### src/rtl/evtirq_pkg.sv
// Shared definitions for the batched event interrupt counter.
// Assumes a 2-bit register address and control bits in the low three data bits.
package evtirq_pkg;
    typedef enum logic [1:0] {
        ADDR_THR    = 2'd0,
        ADDR_CTRL   = 2'd1,
        ADDR_ACK    = 2'd2,
        ADDR_OVFCLR = 2'd3
    } reg_addr_e;

    typedef struct packed {
        logic pause;
        logic src;
        logic en;
    } ctrl_t;
endpackage

### src/rtl/evtirq_sync.sv
// Brings one asynchronous pulse into the clock domain and emits a
// single-cycle pulse on each rising edge. Assumes input pulses last at
// least two clock periods so that the synchronizer captures them.
module evtirq_sync #(
    parameter int STAGES = 2
) (
    input  logic clk,
    input  logic rst_n,
    input  logic din,
    output logic pulse
);
    logic [STAGES:0] sh_q;

    // Shift chain: STAGES synchronizer flops plus one history flop.
    always_ff @(posedge clk) begin
        if (!rst_n) sh_q <= '0;
        else        sh_q <= {sh_q[STAGES-1:0], din};
    end

    // Rising edge of the synchronized level.
    assign pulse = sh_q[STAGES-1] & ~sh_q[STAGES];
endmodule

### src/rtl/evtirq_regs.sv
// Register port: stores threshold and control, and decodes the
// acknowledge and overflow-clear strobes. Write-only; status is on ports.
module evtirq_regs
    import evtirq_pkg::*;
#(
    parameter int CNT_W = 8
) (
    input  logic             clk,
    input  logic             rst_n,
    input  logic             cfg_wr,
    input  logic [1:0]       cfg_addr,
    input  logic [CNT_W-1:0] cfg_wdata,
    output logic [CNT_W-1:0] thr,
    output ctrl_t            ctrl,
    output logic             ack_hit,
    output logic             ovf_clr
);
    // Threshold and control storage.
    always_ff @(posedge clk) begin
        if (!rst_n) begin
            thr  <= '0;
            ctrl <= '0;
        end else if (cfg_wr) begin
            if (cfg_addr == ADDR_THR)  thr  <= cfg_wdata;
            if (cfg_addr == ADDR_CTRL) ctrl <= ctrl_t'(cfg_wdata[2:0]);
        end
    end

    // Single-cycle strobes decoded from the write.
    assign ack_hit = cfg_wr && (cfg_addr == ADDR_ACK);
    assign ovf_clr = cfg_wr && (cfg_addr == ADDR_OVFCLR) && cfg_wdata[0];
endmodule

### src/rtl/evtirq_pend.sv
// Pending accumulator: holds events that arrive while paused. It empties
// in the first unpaused cycle, when the core consumes its value.
// Saturates at its full scale.
module evtirq_pend #(
    parameter int PEND_W = 4
) (
    input  logic              clk,
    input  logic              rst_n,
    input  logic              pause,
    input  logic              evt_ok,
    output logic [PEND_W-1:0] pend
);
    localparam logic [PEND_W-1:0] PEND_MAX = '1;

    // Collect while paused, drop to zero once the value has been consumed.
    always_ff @(posedge clk) begin
        if (!rst_n || !pause)                pend <= '0;
        else if (evt_ok && pend != PEND_MAX) pend <= pend + 1'b1;
    end
endmodule

### src/rtl/evtirq_core.sv
// Up/down counter with saturation, sticky overflow and a registered
// interrupt. Assumes ack and ovf_clr are single-cycle strobes.
module evtirq_core #(
    parameter int CNT_W  = 8,
    parameter int PEND_W = 4
) (
    input  logic              clk,
    input  logic              rst_n,
    input  logic              evt_ok,
    input  logic              pause,
    input  logic              ack,
    input  logic              ovf_clr,
    input  logic [CNT_W-1:0]  thr,
    input  logic [PEND_W-1:0] pend,
    output logic [CNT_W-1:0]  count_o,
    output logic              ovf_o,
    output logic              irq_o
);
    localparam int SW = CNT_W + PEND_W + 1;
    localparam logic [SW-1:0] CNT_MAX = SW'({CNT_W{1'b1}});

    logic [SW-1:0]    sum, dec, diff;
    logic [CNT_W-1:0] cnt_nxt;
    logic             ovf_set, ack_live;

    // Net update: increments plus released backlog minus one serviced batch.
    always_comb begin
        ack_live = ack && !pause;
        sum      = SW'(count_o) + (pause ? '0 : (SW'(evt_ok) + SW'(pend)));
        dec      = ack_live ? SW'(thr) : '0;
        diff     = (sum >= dec) ? (sum - dec) : '0;
        ovf_set  = diff > CNT_MAX;
        cnt_nxt  = ovf_set ? CNT_MAX[CNT_W-1:0] : diff[CNT_W-1:0];
    end

    // Count, overflow and interrupt registers.
    always_ff @(posedge clk) begin
        if (!rst_n) begin
            count_o <= '0;
            ovf_o   <= 1'b0;
            irq_o   <= 1'b0;
        end else begin
            count_o <= cnt_nxt;
            if (ovf_set)      ovf_o <= 1'b1;
            else if (ovf_clr) ovf_o <= 1'b0;
            irq_o <= (thr != '0) && (cnt_nxt >= thr) && !ack_live;
        end
    end
endmodule

### src/rtl/batch_evt_irq.sv
// Top level: batches asynchronous event pulses into threshold-sized
// interrupts. One synchronizer per source, a register port, a pause
// backlog and the counting core.
module batch_evt_irq
    import evtirq_pkg::*;
#(
    parameter int CNT_W       = 8,
    parameter int PEND_W      = 4,
    parameter int SYNC_STAGES = 2
) (
    input  logic             clk,
    input  logic             rst_n,
    input  logic             l1_evt,
    input  logic             rerr_evt,
    input  logic             cfg_wr,
    input  logic [1:0]       cfg_addr,
    input  logic [CNT_W-1:0] cfg_wdata,
    output logic [CNT_W-1:0] count_o,
    output logic             ovf_o,
    output logic             irq_o
);
    localparam int NSRC = 2;

    logic [NSRC-1:0]   src_in, src_pulse;
    logic [CNT_W-1:0]  thr;
    ctrl_t             ctrl;
    logic              ack_hit, ovf_clr, evt_ok;
    logic [PEND_W-1:0] pend;

    assign src_in = {rerr_evt, l1_evt};

    // One synchronizer and edge detector per event source.
    for (genvar g = 0; g < NSRC; g++) begin : g_sync
        evtirq_sync #(.STAGES(SYNC_STAGES)) i_sync (
            .clk(clk), .rst_n(rst_n), .din(src_in[g]), .pulse(src_pulse[g])
        );
    end

    // Selected and enabled event for this cycle.
    assign evt_ok = ctrl.en && src_pulse[ctrl.src];

    evtirq_regs #(.CNT_W(CNT_W)) i_regs (
        .clk(clk), .rst_n(rst_n), .cfg_wr(cfg_wr), .cfg_addr(cfg_addr),
        .cfg_wdata(cfg_wdata), .thr(thr), .ctrl(ctrl),
        .ack_hit(ack_hit), .ovf_clr(ovf_clr)
    );

    evtirq_pend #(.PEND_W(PEND_W)) i_pend (
        .clk(clk), .rst_n(rst_n), .pause(ctrl.pause), .evt_ok(evt_ok), .pend(pend)
    );

    evtirq_core #(.CNT_W(CNT_W), .PEND_W(PEND_W)) i_core (
        .clk(clk), .rst_n(rst_n), .evt_ok(evt_ok), .pause(ctrl.pause),
        .ack(ack_hit), .ovf_clr(ovf_clr), .thr(thr), .pend(pend),
        .count_o(count_o), .ovf_o(ovf_o), .irq_o(irq_o)
    );
endmodule

### config.mk
export PLATFORM = sky130hd
export DESIGN_NAME = batch_evt_irq
export DESIGN_NICKNAME = d
export VERILOG_FILES = /design/src/rtl/evtirq_pkg.sv /design/src/rtl/evtirq_sync.sv /design/src/rtl/evtirq_regs.sv /design/src/rtl/evtirq_pend.sv /design/src/rtl/evtirq_core.sv /design/src/rtl/batch_evt_irq.sv
export SDC_FILE = /design/constraint.sdc
export NUM_CORES = 1
export LEC_CHECK = 0
export ABC_AREA = 1
export BUFFER_PORTS_ARGS = -buffer_cell sky130_fd_sc_hd__buf_2
export CAP_MARGIN = 10
export CORE_MARGIN = 1
export CORE_UTILIZATION = 40
export DETAILED_ROUTE_END_ITERATION = 16
export GPL_TIMING_DRIVEN = 0
export SETUP_SLACK_MARGIN = 0.02
export SYNTH_ARGS = -nofsm -noshare
export SYNTH_HDL_FRONTEND = slang
export SYNTH_SLANG_ARGS = --single-unit
export TNS_END_PERCENT = 5
### constraint.sdc
create_clock -name clk -period 7.8 [get_ports clk]
set_clock_uncertainty 0.1 [all_clocks]
set_input_delay 1.56 -clock clk [delete_from_list [all_inputs] [get_ports clk]]
set_output_delay 1.56 -clock clk [all_outputs]
set_load 0.02 [all_outputs]
==> flow_summary.ini <==
[logic_synthesis]
synth_cell_types = 31
synth_edf_count = 0
yosys.area.top_type_share_pct = 27.4
yosysTopAreaCell = dfxtp_1
yosys-top-cells-area = dfxtp_1, ha_1, nand2_1, inv_1, a21oi_1
netlist_instances = 323
ys_seq_area_share_pct = 27.4
syn-num-nets = 364
postSynthAreaPerCell_um2 = 7.02
synth_top_flop_cell = dfxtp_1
yosys-top-cells-count = nand2_1, inv_1, dfxtp_1, a21oi_1, ha_1
ys_ff_latch = 31
yosysMostFrequentCell = nand2_1
yosysWarnings = 0
synthesis.area_mm2 = 0.00227
ys_async_sr_fraction_pct = 0

[final_layout]
n_antenna_cell = 0
nNetsFinal = 395
stdcell_count = 427
drive_gt1_share_pct = 15.2
syn_to_final_growth_pct = 12.9
post-route-util_pct = 46.8

[worst_setup_path]
worstSetupPathType = reg2reg
setup.worst_path.end_class = flip-flop
critPathMaxStageDelay_ns = 0.37
arrival_ns = 5.05
worstPathMaxFanout = 10
crit_top_cell = nand2_1
required_ns = 7.93
start_kind = flip-flop
crit_slowest_cell = dfxtp_1

[sta]
fmax_mhz = 204
whs_ns = 0.310
period_share_pct = 63.0
finalSetupTns_ns = 0
setup_viol = 0
final_hold_viol_count = 0
tightestPinTransition_ns = 0.575
rsz0062_at_grt = no
finalCriticalPeriod_ns = 4.91
slew_headroom_pct = 61.3
report.final.slew_viol_count = 0

[clocking]
clk_pin_slew_ns = 0.06
clockRootBuffer = clkbuf_8
cts_tree = done
cts_buffers = 5
cts_setup_buffers = 0
ctsLongestPathBuffers = 2
clock_latency_ns = 0.28
post_cts_resized = 0
hold_buffers = 0
htreeDepth = 2
cts.sinks = 31

[die]
fp-row-count = 27
die_width_um = 77.3
fp.coreArea_mm2 = 0.00547
pin_count = 25
die_area_mm2 = 0.00597
start_util_pct = 41.4
die_h_um = 77.3

[drt]
dr.pass1.iters = 4
drt_wl_total_um = 4450
dr_total_vias = 1975
vias_per_cell = 4.63
detail-route-antenna-nets = 0
drc = 0
drtIter0Drc = 63
avgRoutedWirePerCell_um = 10.4

[place]
io_buffers = 24
place_inst = 419
gp_congestion = 0.781
hpwlAfterDp_um = 3720

[power]
powerDensity_mw_per_mm2 = 372
leakage_nw = 1.32
vdd_drop_max_mv = 0.174

[global_route]
grt_max_degree = 11
track_usage_pct = 16.4
grt_pass1_vias = 1775
grtUsageMet2_pct = 25.8
grtUsageMet1_pct = 21.7
grt_first_pass_wirelength_um = 7730
antenna_found_initial = 0
overflow = 0
grtUsageMet3_pct = 3.81
top_usage_layer = met2

[hold_path]
min_path_type = reg2reg

[flow_run]
drv_cap = 0

[outcome]
status = complete, no violations
## sequential cells by signal, summed over array words and instances (netlist names)
name	count
g_sync.i_sync.sh_q	6
i_core.ovf_o	1
i_pend.pend	4
i_core.count_o	8
i_core.irq_o	1
i_regs.ctrl	3
i_regs.thr	8
## through the flow
step	total power, mW	instance area (µm²)	setup slack (ns)
floorplan	0.709	2270	3.48
global placement	0.831	2480	2.96
detailed placement	0.838	2480	2.89
CTS	0.963	2560	2.86
global route	1.06	2560	2.38
finish	0.953	2560	2.89
## final timing paths
kind	depth (start not counted)	startpoint	slack [ns]	end
hold reg to reg	2	g_sync[1].i_sync.sh_q[0]	0.31	g_sync[1].i_sync.sh_q[1]
setup / recovery	34	i_regs.ctrl[1]	2.89	i_core.irq_o
hold / removal	2	g_sync[1].i_sync.sh_q[0]	0.31	g_sync[1].i_sync.sh_q[1]
setup reg to reg	34	i_regs.ctrl[1]	2.89	i_core.irq_o
## layer usage
| metal | share of wire (%) | routed length (µm) | vias up |
|---|---|---|---|
| met5 | 0 | 0 | - |
| met4 | 1.5 | 65 | 0 |
| met3 | 4.1 | 184 | 5 |
| met2 | 42 | 1890 | 35 |
| met1 | 52 | 2310 | 853 |
| li1 | - | - | 1082 |
## kinds of logic after synthesis
group	synth area share [%]
compound gates	12.7
xor+xnor	4.25
fa+ha+maj	15.0
buf+inv	11.1
flops	27.4
simple gates	29.5
## critical path: cells and delay by family (launching register included)
| kind | cells | cell delay (ns) |
|---|---|---|
| adder cells (fa/ha/maj) | 5 | 1.34 |
| AO/OA/AOI/OAI | 4 | 0.58 |
| XOR/XNOR | 1 | 0.20 |
| AND/OR/NAND/NOR | 20 | 1.92 |
| flip-flops | 1 | 0.37 |
| buffers and inverters | 4 | 0.33 |
## report_power, final
part | switching, mW | internal, mW
combinational | 0.387 | 0.240
clock | 0.0587 | 0.0625
sequential | 0.0186 | 0.186
total | 0.465 | 0.488
## cells in the final DEF, fill, tap and decap left out, types with 6 or more instances in the layout
| cell | count |
|---|---|
| nand2_1 | 79 |
| inv_1 | 58 |
| dfxtp_1 | 31 |
| a21oi_1 | 25 |
| buf_2 | 25 |
| ha_1 | 24 |
| nor2_1 | 23 |
| o21ai_0 | 16 |
| nand3_1 | 10 |
| xor2_1 | 9 |
| nand2_2 | 7 |
| a21oi_2 | 6 |
## layout make-up
class	instances	area, µm²
fill	607	2910
multi-input combinational	227	1390
sequential	31	621
inverter	60	225
timing repair buffer	24	120
tap	72	90.1
clock buffer	7	76.3
buffer	5	27.5
clock inverter	1	5.00
Note: power is estimated with default switching activity, not from simulation.
